===== src/rtl/iso_rx_pkg.sv =====
package iso_rx_pkg;
   // Status byte layout, most significant bit first.
   typedef struct packed {
      logic       shrt;   // bit 7
      logic       ne;     // bit 6
      logic [2:0] zero;   // bits 5:3
      logic       ovf;    // bit 2
      logic       done;   // bit 1
      logic       svc;    // bit 0
   } iso_rx_stat_t;

   localparam int unsigned BIT_DONE = 1;
   localparam int unsigned BIT_OVF  = 2;
endpackage


===== src/rtl/iso_rx_lenq.sv =====
module iso_rx_lenq #(
   parameter int unsigned DEPTH = 4,
   parameter int unsigned W     = 9,
   localparam int unsigned PW   = (DEPTH > 1) ? $clog2(DEPTH) : 1,
   localparam int unsigned CW   = $clog2(DEPTH + 1)
) (
   input  logic          clk,
   input  logic          rst_n,
   input  logic          push,
   input  logic [W-1:0]  din,
   input  logic          pop,
   output logic [W-1:0]  dout,
   output logic [CW-1:0] count,
   output logic          full
);
   logic [W-1:0]  slot [DEPTH];
   logic [PW-1:0] wp, rp, wp_nx, rp_nx;

   initial begin
      assert (DEPTH >= 2) else $error("iso_rx_lenq: DEPTH must be at least 2");
   end

   generate
      if ((DEPTH & (DEPTH - 1)) == 0) begin : g_pow2
         assign wp_nx = wp + PW'(1);
         assign rp_nx = rp + PW'(1);
      end else begin : g_mod
         assign wp_nx = (wp == PW'(DEPTH - 1)) ? '0 : wp + PW'(1);
         assign rp_nx = (rp == PW'(DEPTH - 1)) ? '0 : rp + PW'(1);
      end
   endgenerate

   assign full = (count == CW'(DEPTH));
   assign dout = slot[rp];

   always_ff @(posedge clk) begin
      if (!rst_n) begin
         wp    <= '0;
         rp    <= '0;
         count <= '0;
      end else begin
         if (push) wp <= wp_nx;
         if (pop)  rp <= rp_nx;
         count <= count + CW'(push) - CW'(pop);
      end
   end

   always_ff @(posedge clk) begin
      if (push) slot[wp] <= din;
   end


   lenq_push_room_chk: assert property (@(posedge clk) disable iff (!rst_n)
      push |-> !full);

   lenq_pop_avail_chk: assert property (@(posedge clk) disable iff (!rst_n)
      pop |-> count != '0);
endmodule


===== src/rtl/iso_rx_store.sv =====
module iso_rx_store #(
   parameter int unsigned DEPTH = 512,
   parameter int unsigned LEN_W = 9,
   localparam int unsigned AW    = $clog2(DEPTH),
   localparam int unsigned OCC_W = $clog2(DEPTH + 1)
) (
   input  logic             clk,
   input  logic             rst_n,
   input  logic             in_valid,
   input  logic             in_sop,
   input  logic             in_eop,
   input  logic [7:0]       in_data,
   input  logic             lenq_full,
   input  logic             pop,
   output logic [7:0]       head_byte,
   output logic [OCC_W-1:0] occ,
   output logic             commit,
   output logic             drop,
   output logic [LEN_W-1:0] commit_len
);
   logic [7:0]       mem [DEPTH];
   logic [AW-1:0]    cptr, sptr, rptr, wptr_here;
   logic [LEN_W-1:0] wcnt, cur_cnt;
   logic             drop_r, cur_drop, room, byte_ok, last;
   logic [31:0]      need;

   initial begin
      assert ((DEPTH & (DEPTH - 1)) == 0)
         else $error("iso_rx_store: DEPTH must be a power of two");
   end

   always_comb begin
      cur_cnt    = in_sop ? '0 : wcnt;
      cur_drop   = in_sop ? 1'b0 : drop_r;
      wptr_here  = in_sop ? cptr : sptr;
      need       = 32'(occ) + 32'(cur_cnt);
      room       = need < 32'(DEPTH);
      byte_ok    = in_valid && !cur_drop && room;
      last       = in_valid && in_eop;
      commit     = last && byte_ok && !lenq_full;
      drop       = last && !commit;
      commit_len = cur_cnt + LEN_W'(1);
   end

   assign head_byte = mem[rptr];

   always_ff @(posedge clk) begin
      if (!rst_n) begin
         cptr   <= '0;
         sptr   <= '0;
         rptr   <= '0;
         occ    <= '0;
         wcnt   <= '0;
         drop_r <= 1'b0;
      end else begin
         if (commit) begin
            cptr <= wptr_here + AW'(1);
            sptr <= wptr_here + AW'(1);
         end else if (drop) begin
            sptr <= cptr;
         end else if (byte_ok) begin
            sptr <= wptr_here + AW'(1);
         end
         if (in_valid) begin
            wcnt   <= byte_ok ? cur_cnt + LEN_W'(1) : cur_cnt;
            drop_r <= cur_drop || !byte_ok;
         end
         if (pop) rptr <= rptr + AW'(1);
         occ <= occ + (commit ? OCC_W'(commit_len) : '0) - (pop ? OCC_W'(1) : '0);
      end
   end

   always_ff @(posedge clk) begin
      if (byte_ok) mem[wptr_here] <= in_data;
   end


   occ_le_depth_chk: assert property (@(posedge clk) disable iff (!rst_n)
      occ <= OCC_W'(DEPTH));

   drop_keeps_occ_chk: assert property (@(posedge clk) disable iff (!rst_n)
      drop && !pop |=> $stable(occ));

   pop_nonempty_chk: assert property (@(posedge clk) disable iff (!rst_n)
      pop |-> occ != '0);
endmodule


===== src/rtl/iso_rx_csr.sv =====
module iso_rx_csr
   import iso_rx_pkg::*;
(
   input  logic         clk,
   input  logic         rst_n,
   input  logic         commit,
   input  logic         drop,
   input  logic         wr_stat,
   input  logic [7:0]   wdata,
   input  logic         svc,
   input  logic         ne,
   input  logic         shrt,
   input  logic         irq_en,
   output iso_rx_stat_t stat,
   output logic         irq
);
   logic done_q, ovf_q;
   logic clr_done, clr_ovf;

   assign clr_done = wr_stat && wdata[BIT_DONE];
   assign clr_ovf  = wr_stat && wdata[BIT_OVF];

   always_ff @(posedge clk) begin
      if (!rst_n) begin
         done_q <= 1'b0;
         ovf_q  <= 1'b0;
      end else begin
         if (commit)        done_q <= 1'b1;
         else if (clr_done) done_q <= 1'b0;
         if (drop)          ovf_q  <= 1'b1;
         else if (clr_ovf)  ovf_q  <= 1'b0;
      end
   end

   always_comb begin
      stat      = '0;
      stat.svc  = svc;
      stat.done = done_q;
      stat.ovf  = ovf_q;
      stat.ne   = ne;
      stat.shrt = shrt;
   end

   assign irq = done_q && irq_en;


   done_set_chk: assert property (@(posedge clk) disable iff (!rst_n)
      commit |=> stat.done);

   done_clear_chk: assert property (@(posedge clk) disable iff (!rst_n)
      wr_stat && wdata[BIT_DONE] && !commit |=> !stat.done);

   ovf_set_chk: assert property (@(posedge clk) disable iff (!rst_n)
      drop |=> stat.ovf);

   ovf_hold_chk: assert property (@(posedge clk) disable iff (!rst_n)
      stat.ovf && !(wr_stat && wdata[BIT_OVF]) |=> stat.ovf);
endmodule


===== src/rtl/iso_rx_buffer.sv =====
module iso_rx_buffer
   import iso_rx_pkg::*;
#(
   parameter int unsigned MAX_PKT    = 256,
   parameter int unsigned PKT_SLOTS  = 2,
   parameter int unsigned LENQ_DEPTH = 4
) (
   input  logic       clk,
   input  logic       rst_n,
   input  logic       rx_valid,
   input  logic       rx_sop,
   input  logic       rx_eop,
   input  logic [7:0] rx_data,
   input  logic       bus_addr,
   input  logic       bus_rd,
   input  logic       bus_wr,
   input  logic [7:0] bus_wdata,
   output logic [7:0] bus_rdata,
   input  logic       irq_en,
   output logic       irq
);
   localparam int unsigned DEPTH = MAX_PKT * PKT_SLOTS;
   localparam int unsigned LEN_W = $clog2(MAX_PKT + 1);
   localparam int unsigned OCC_W = $clog2(DEPTH + 1);
   localparam int unsigned CW    = $clog2(LENQ_DEPTH + 1);

   initial begin
      assert (MAX_PKT >= 2) else $error("iso_rx_buffer: MAX_PKT too small");
      assert (PKT_SLOTS >= 1) else $error("iso_rx_buffer: PKT_SLOTS must be nonzero");
   end

   logic [7:0]       head_byte;
   logic [OCC_W-1:0] occ;
   logic             commit, drop, lenq_full, pop, head_done, head_part;
   logic [LEN_W-1:0] commit_len, head_len, rd_off;
   logic [CW-1:0]    pkt_cnt;
   logic             svc, shrt;
   iso_rx_stat_t     stat;

   assign pop       = bus_rd && bus_addr && (occ != '0);
   assign head_done = pop && ((rd_off + LEN_W'(1)) == head_len);
   assign head_part = (rd_off != '0);
   assign svc       = pkt_cnt > {{(CW-1){1'b0}}, head_part};
   assign shrt      = (pkt_cnt != '0) && (head_len < LEN_W'(MAX_PKT));

   always_ff @(posedge clk) begin
      if (!rst_n)         rd_off <= '0;
      else if (head_done) rd_off <= '0;
      else if (pop)       rd_off <= rd_off + LEN_W'(1);
   end

   iso_rx_store #(.DEPTH(DEPTH), .LEN_W(LEN_W)) u_store (
      .clk(clk), .rst_n(rst_n),
      .in_valid(rx_valid), .in_sop(rx_sop), .in_eop(rx_eop), .in_data(rx_data),
      .lenq_full(lenq_full), .pop(pop),
      .head_byte(head_byte), .occ(occ),
      .commit(commit), .drop(drop), .commit_len(commit_len)
   );

   iso_rx_lenq #(.DEPTH(LENQ_DEPTH), .W(LEN_W)) u_lenq (
      .clk(clk), .rst_n(rst_n),
      .push(commit), .din(commit_len),
      .pop(head_done), .dout(head_len),
      .count(pkt_cnt), .full(lenq_full)
   );

   iso_rx_csr u_csr (
      .clk(clk), .rst_n(rst_n),
      .commit(commit), .drop(drop),
      .wr_stat(bus_wr && !bus_addr), .wdata(bus_wdata),
      .svc(svc), .ne(occ != '0), .shrt(shrt),
      .irq_en(irq_en), .stat(stat), .irq(irq)
   );

   assign bus_rdata = bus_addr ? ((occ != '0) ? head_byte : 8'h00) : stat;


   pkt_implies_bytes_chk: assert property (@(posedge clk) disable iff (!rst_n)
      pkt_cnt != '0 |-> occ != '0);

   bytes_imply_pkt_chk: assert property (@(posedge clk) disable iff (!rst_n)
      occ != '0 |-> pkt_cnt != '0);

   zero_bits_chk: assert property (@(posedge clk) disable iff (!rst_n)
      !bus_addr |-> bus_rdata[5:3] == 3'b000);
endmodule


===== config.mk =====
export PLATFORM = sky130hd
export DESIGN_NAME = iso_rx_buffer
export DESIGN_NICKNAME = d
export VERILOG_FILES = /design/src/rtl/iso_rx_pkg.sv /design/src/rtl/iso_rx_lenq.sv /design/src/rtl/iso_rx_store.sv /design/src/rtl/iso_rx_csr.sv /design/src/rtl/iso_rx_buffer.sv
export SDC_FILE = /design/constraint.sdc
export NUM_CORES = 2
export LEC_CHECK = 0
export ABC_CLOCK_PERIOD_IN_PS = 10100
export BUFFER_PORTS_ARGS = -buffer_cell sky130_fd_sc_hd__buf_4
export CORE_MARGIN = 5
export CORE_UTILIZATION = 30
export CTS_CLUSTER_SIZE = 8
export DETAILED_ROUTE_END_ITERATION = 10
export PLACE_DENSITY = 0.49
export SLEW_MARGIN = 20
export SYNTH_ARGS = -nofsm -noshare
export SYNTH_HDL_FRONTEND = slang
export SYNTH_MEMORY_MAX_BITS = 65536
export SYNTH_SLANG_ARGS = --single-unit

===== constraint.sdc =====
create_clock -name clk -period 10.1 [get_ports clk]
set_clock_uncertainty 0.15 [all_clocks]
set_input_delay 1.01 -clock clk [delete_from_list [all_inputs] [get_ports clk]]
set_output_delay 1.01 -clock clk [all_outputs]
set_load 0.01 [all_outputs]

Word-level counts from Yosys, hierarchy flattened
Memory sizes are Yosys's and may differ from the RTL's. A register that Yosys moved wholly into a read port is not among the register bits.
Index checks and enable logic that the tools add are counted.
- flip-flop bits (word level): 65
- latch bits: 0
- output and inout port bits: 9
- input port bits: 25
- bits in read-only memories: 0
- memories kept: 2
- word-level logic and storage cells: 81
- bits in writable memories: 4132
- memories (memory ; depth ; bits a word ; rd ports ; clocked after memory_dff ; write ports ; RTL line ; text):
    u_store.mem ; 512 ; 8 ; 1 ; 1 ; 1 ; iso_rx_store.sv:21 ; logic [7:0] mem [DEPTH];
    u_lenq.slot ; 4 ; 9 ; 1 ; 1 ; 1 ; iso_rx_lenq.sv:16 ; logic [W-1:0] slot [DEPTH];
- $add $sub $neg: 11
- $lt $le $gt $ge: 3
- multiply operators: 0
- bitwise operators: 1
- multiplexer cells: 23
- reductions and logical operators: 27
- shift-type cells: 0
- divide/modulo/power cells: 0
- eq/ne operators: 2
- operators with widths (cell ; count):
    $mux 9 ; 9
    $add 9x1->9 const B ; 4
    $lt 32x10->1 const B ; 1
    $mux 8 ; 2
    $logic_and 1x1->1 ; 14
    $add 10x9->11 ; 1
    $add 10x10->10 ; 1
    $mux 1 ; 10
    $reduce_bool 10->1 ; 1
    $sub 10x10->10 ; 1
    $eq 9x9->1 ; 1
    $lt 9x9->1 const B ; 1
    $reduce_bool 9->1 ; 1
    $reduce_bool 3->1 ; 2
    $logic_not 1->1 ; 5
    $add 2x1->2 const B ; 2
    $mux 2 ; 2
    $reduce_bool 2->1 ; 2
    $add 3x1->3 ; 1
    $eq 3x3->1 const B ; 1
    $gt 3x1->1 ; 1
    $sub 3x1->3 ; 1
    $reduce_or 2->1 ; 1
    $logic_or 1x1->1 ; 1
    $not 1->1 ; 1

Logic depth before layout (Yosys ltp)
- word-level depth: 10
- gate-level depth with buffers: 23
- gate-level depth less buffers: 19

Hierarchy
Synthesis repeated with hierarchy kept, for this count alone.
- cells, all modules: 8084
- area, all modules: 164434.0 um^2
- modules (own cells, without submodules) (module ; area an instance (um^2) ; seq. area each (um^2) ; instances ; cells an instance):
    iso_rx_store ; 161588.7 ; 124119.0 ; 1 ; 7850
    iso_rx_lenq ; 1731.7 ; 1261.2 ; 1 ; 88
    iso_rx_buffer ; 973.4 ; 180.2 ; 1 ; 128
    iso_rx_csr ; 140.1 ; 40.0 ; 1 ; 18

Worst setup path after synthesis
Ideal clock, no wire load.
- kind: input port to flip-flop
- start point: in rx_sop
- end point: reg u_store.occ[9]
- path slack: 4.414 ns
- setup time: 0.128 ns
- required time: 9.822 ns
- arrival: 5.409 ns
- stages: 23
- path buffers: 4
- cell sequence: buf_2 buf_1 clkbuf_1 nor2b_1 ha_1 and4b_1 o31ai_1 a21o_1 a2111oi_2 nor3b_2 clkbuf_1 nand2_1 ha_1 inv_1 ha_1 a21o_1 a21o_1 a21o_1 a21oi_1 o21ai_0 a31oi_1 xnor2_1 nor2_1
- cells in the longest elaborated chain, start to end: 9
- elaborated cells between the ends (all ways): 13
- classes of those cells: add/sub: 4; order compare: 1; mux: 3; reduce/logical: 5
- ends and longest elaborated chain (what ; RTL line ; text):
    start, declared ; iso_rx_buffer.sv:11 ; input logic rx_sop,
    $mux 9 / $mux 1 (equally long branches) ; iso_rx_store.sv:33, iso_rx_store.sv:34 ;
    $add 10x9->11 / $logic_not 1->1 (equally long branches) ; iso_rx_store.sv:36, iso_rx_store.sv:38 ;
    $lt 32x10->1 / $logic_and 1x1->1 (equally long branches) ; iso_rx_store.sv:37, iso_rx_store.sv:38 ;
    $logic_and 1x1->1 ; iso_rx_store.sv:38 ; byte_ok = in_valid && !cur_drop && room;
    $logic_and 1x1->1 (2 in series) ; iso_rx_store.sv:40 ; commit = last && byte_ok && !lenq_full;
    $mux 9 (*) ; iso_rx_store.sv:69 ; occ <= occ + (commit ? OCC_W'(commit_len) : '0) - (pop ? OCC_W'(1) : '0);
    $add 10x10->10 (*) ; iso_rx_store.sv:69 ;
    $sub 10x10->10 (*) ; iso_rx_store.sv:69 ;
    end signal, assigned ; iso_rx_store.sv:69 ;
    end, declared ; iso_rx_store.sv:16 ; output logic [OCC_W-1:0] occ,
Every way passes the cells marked *; elsewhere a longest branch is shown, timed or not.
A chain may end at the register's enable or synchronous reset.

==> impl_metrics.csv <==
group,metric,value,unit
outcome,outcome,"complete, no violations",
detailed_routing,drtIter0Drc,9169,
synth,avgSynthCellArea,20.7,sq um
die,rows,272,
detailed_routing,dr_total_vias,81900,
detailed_routing,wl_per_cell,31.1,um
global_route,grt_use_total,0.168,
final_layout,fin_area,189000,sq um
clocking,htree_levels,6,
global_route,overflow,0,
synth,synthDominantAreaCellType,"edfxtp_1",
synth,syn_area,165000,sq um
sta,hold_viol_final,0,
final_layout,layout_commonest_cell,"edfxtp_1",
placed_design,post-dp-hpwl,295000,um
synth,yosysWarnings,0,
sta,fmax,0.127,GHz
placed_design,post_dp_cell_area,173000,sq um
detailed_routing,wirelength,487000,um
sta,setup_tns,0,ps
clocking,clockBufferDepth,4,
detailed_routing,top_layer_used,"met5",
synth,yosysTopAreaCellShare,0.754,
clocking,clkTransAtPathRegs,50,ps
final_layout,final_cell_mix,"edfxtp_1, mux4_2, nor2_1, clkbuf_16, mux2i_1",
global_route,grt_antenna_before_repair,30,
clocking,hold_buffers,0,
die,initial_core_util,0.300,
final_layout,syn_to_final_growth,15.0,%
clocking,clockRootBuffer,"clkbuf_16",
global_route,grt_max_degree,167,
detailed_routing,met2_length,235000,um
setup_path,worstPathMaxFanout,40,
setup_path,worstSetupPathType,"reg2out",
detailed_routing,firstDrtPassIters,5,
flow_run,drv_cap,0,
setup_path,start_kind,"flop",
synth,ys.flop_type,"edfxtp_1",
clocking,cts_tree,"done",
sta,worst_pin_slew,1250,ps
synth,ys_ff_latch,4208,
synth,postSynthCellCount,7933,
power_and_ir_drop,p_leak,56.3,nW
sta,rsz0062_at_grt,"no",
setup_path,cp.required,8940,ps
placed_design,gp_congestion,0.816,
synth,synth_nets,8001,
detailed_routing,wl_met3,32500,um
sta,relSlewSlack,0.165,
final_layout,drive_gt1_frac,0.231,
sta,finalCritPeriodShare,0.777,
die,dieArea,564000,sq um
power_and_ir_drop,ir_worst_vdd,144,uV
synth,ys_seq_area_frac,0.763,
setup_path,crit_arrival,6690,ps
hold_path,min_path_type,"in2reg",
detailed_routing,viasPerCell,5.24,
die,pin_count,34,
global_route,grt_pass1_wl,675000,um
synth,synth_edf_count,4132,
clocking,post_cts_buffers,0,
setup_path,crit_path_end_kind,"primary output",
synth,ys_async_sr_fraction,0,
final_layout,finalNetCount,8349,
sta,setup_viol,0,
sta,timing.final.max_slew_violations,0,
detailed_routing,ant_nets,0,
detailed_routing,drc,0,
final_layout,fill_cells,50800,
die,die_x,751,um
detailed_routing,drt-met1-wl,204000,um
global_route,first_global_vias,84200,
synth,yosys-top-cells-area,"edfxtp_1, mux4_2, mux2i_1",
die,die_h,751,um
placed_design,io_buffers,27,
power_and_ir_drop,total_power,39.9,mW
die,core,548000,sq um
sta,min_period,7850,ps
clocking,cts_buffers,596,
clocking,cts_sinks,4208,
synth,yosys.cell_types.count,86,
clocking,clock_latency,1030,ps
power_and_ir_drop,pwr_density_cell,211,nW/um^2
clocking,ctsResizeCount,0,
==> path summary, 6_finish.rpt <==
check                   from             endpoint  slack, ps  cells after the start
max                     flop         bus_rdata[0]       2250                     11
min                 rx_valid      u_store.wcnt[2]        110                      2
max reg2reg  u_store.wcnt[6]  u_store.mem[496][3]       4630                     11
min reg2reg  u_store.cptr[1]      u_store.cptr[1]        340                      2
==> worst max-delay path, cell delays in order (launching register included) <==
cell and delay (ps):
dfxtp_4 930, buf_4 460, buf_4 590, mux4_2 460, a22o_1 250, a221oi_1 440, o22ai_1 240, nor3_1 620
nor3_2 330, a31oi_1 600, o211ai_1 420, buf_4 270
==> layout make-up <==
class                   count  area, sq um  share of cell area
inverters                  53          204             0.00108
diodes                      6         15.0           0.0000793
flip-flops and latches   4208       126000               0.664
clock buffers             653        15400              0.0815
well taps                7261         9080              0.0480
multi-input cells        3189        36100               0.191
repair buffers            233         2180              0.0115
clock inverters            42          696             0.00367
==> state kept, by name, summed over array words and instances (netlist names), 2 cells and up, named ones only <==
| name | flops |
|---|---|
| u_store.mem | 4096 |
| u_lenq.slot | 36 |
| u_store.wcnt | 9 |
| u_store.rptr | 9 |
| u_lenq.rp | 2 |
| u_store.sptr | 9 |
| rd_off | 9 |
| u_store.cptr | 9 |
| u_lenq.wp | 2 |
| u_store.occ | 10 |
| u_lenq.count | 3 |
==> kinds of logic (layout without fill, tap and decap cells) <==
group                    after synthesis  in the layout  share of synthesized area
other                                  0              6                          0
buffers and inverters                536            981                     0.0201
AO/OA/AOI/OAI                        736            736                     0.0309
AND/OR/NAND/NOR                     1098           1098                     0.0289
adder cells (fa/ha/maj)               43             43                    0.00336
XOR/XNOR                              49             49                    0.00294
flip-flops                          4208           4208                      0.763
multiplexers                        1263           1263                      0.151
==> metal layers <==
layer	vias up	global-route usage
met5	-	0
met4	2	0.0514
met3	752	0.0302
met2	3142	0.277
met1	44600	0.228
li1	33400	-
==> where the power goes <==
| part | internal, mW | total [mW] | switching [mW] | leakage, nW |
|---|---|---|---|---|
| logic | 1.13 | 2.82 | 1.69 | 10.6 |
| clock network | 10.7 | 17.8 | 7.11 | 7.87 |
| registers | 19.3 | 19.3 | 0.0487 | 37.8 |
==> per-stage QoR <==
| step | hold WS (ps) | std cells | util | worst slack, ps |
|---|---|---|---|---|
| 2_1_floorplan | 295 | 7933 | - | 4410 |
| 3_3_place_gp | 328 | 14900 | 0.316 | 3170 |
| 3_5_place_dp | 328 | 14900 | 0.316 | 3080 |
| 4_1_cts | 0.0251 | 15600 | 0.345 | 1930 |
| 5_1_grt | 50.7 | 15600 | 0.345 | 2150 |
| 6_report | 106 | 15600 | 0.345 | 2250 |
==> synth_stat cells, drive strengths merged, types with 9 or more instances <==
| cell | number |
|---|---|
| mux2 | 32 |
| and3 | 11 |
| ha | 41 |
| nand3 | 40 |
| o22ai | 101 |
| a31oi | 20 |
| xnor2 | 25 |
| and2 | 26 |
| nand2b | 17 |
| nand4 | 29 |
| xor2 | 20 |
| mux4 | 962 |
| mux2i | 269 |
| edfxtp | 4132 |
| or2 | 9 |
| nor3 | 57 |
| a211o | 13 |
| nor4 | 28 |
| dfxtp | 76 |
| nand2 | 179 |
| o21ai | 52 |
| nor2b | 26 |
| inv | 53 |
| a21oi | 114 |
| o211ai | 28 |
| a211oi | 75 |
| or4 | 9 |
| nor2 | 644 |
| a2111oi | 17 |
| a22oi | 242 |
| clkbuf | 197 |
| buf | 284 |
Power figures use the tool's default switching activity.
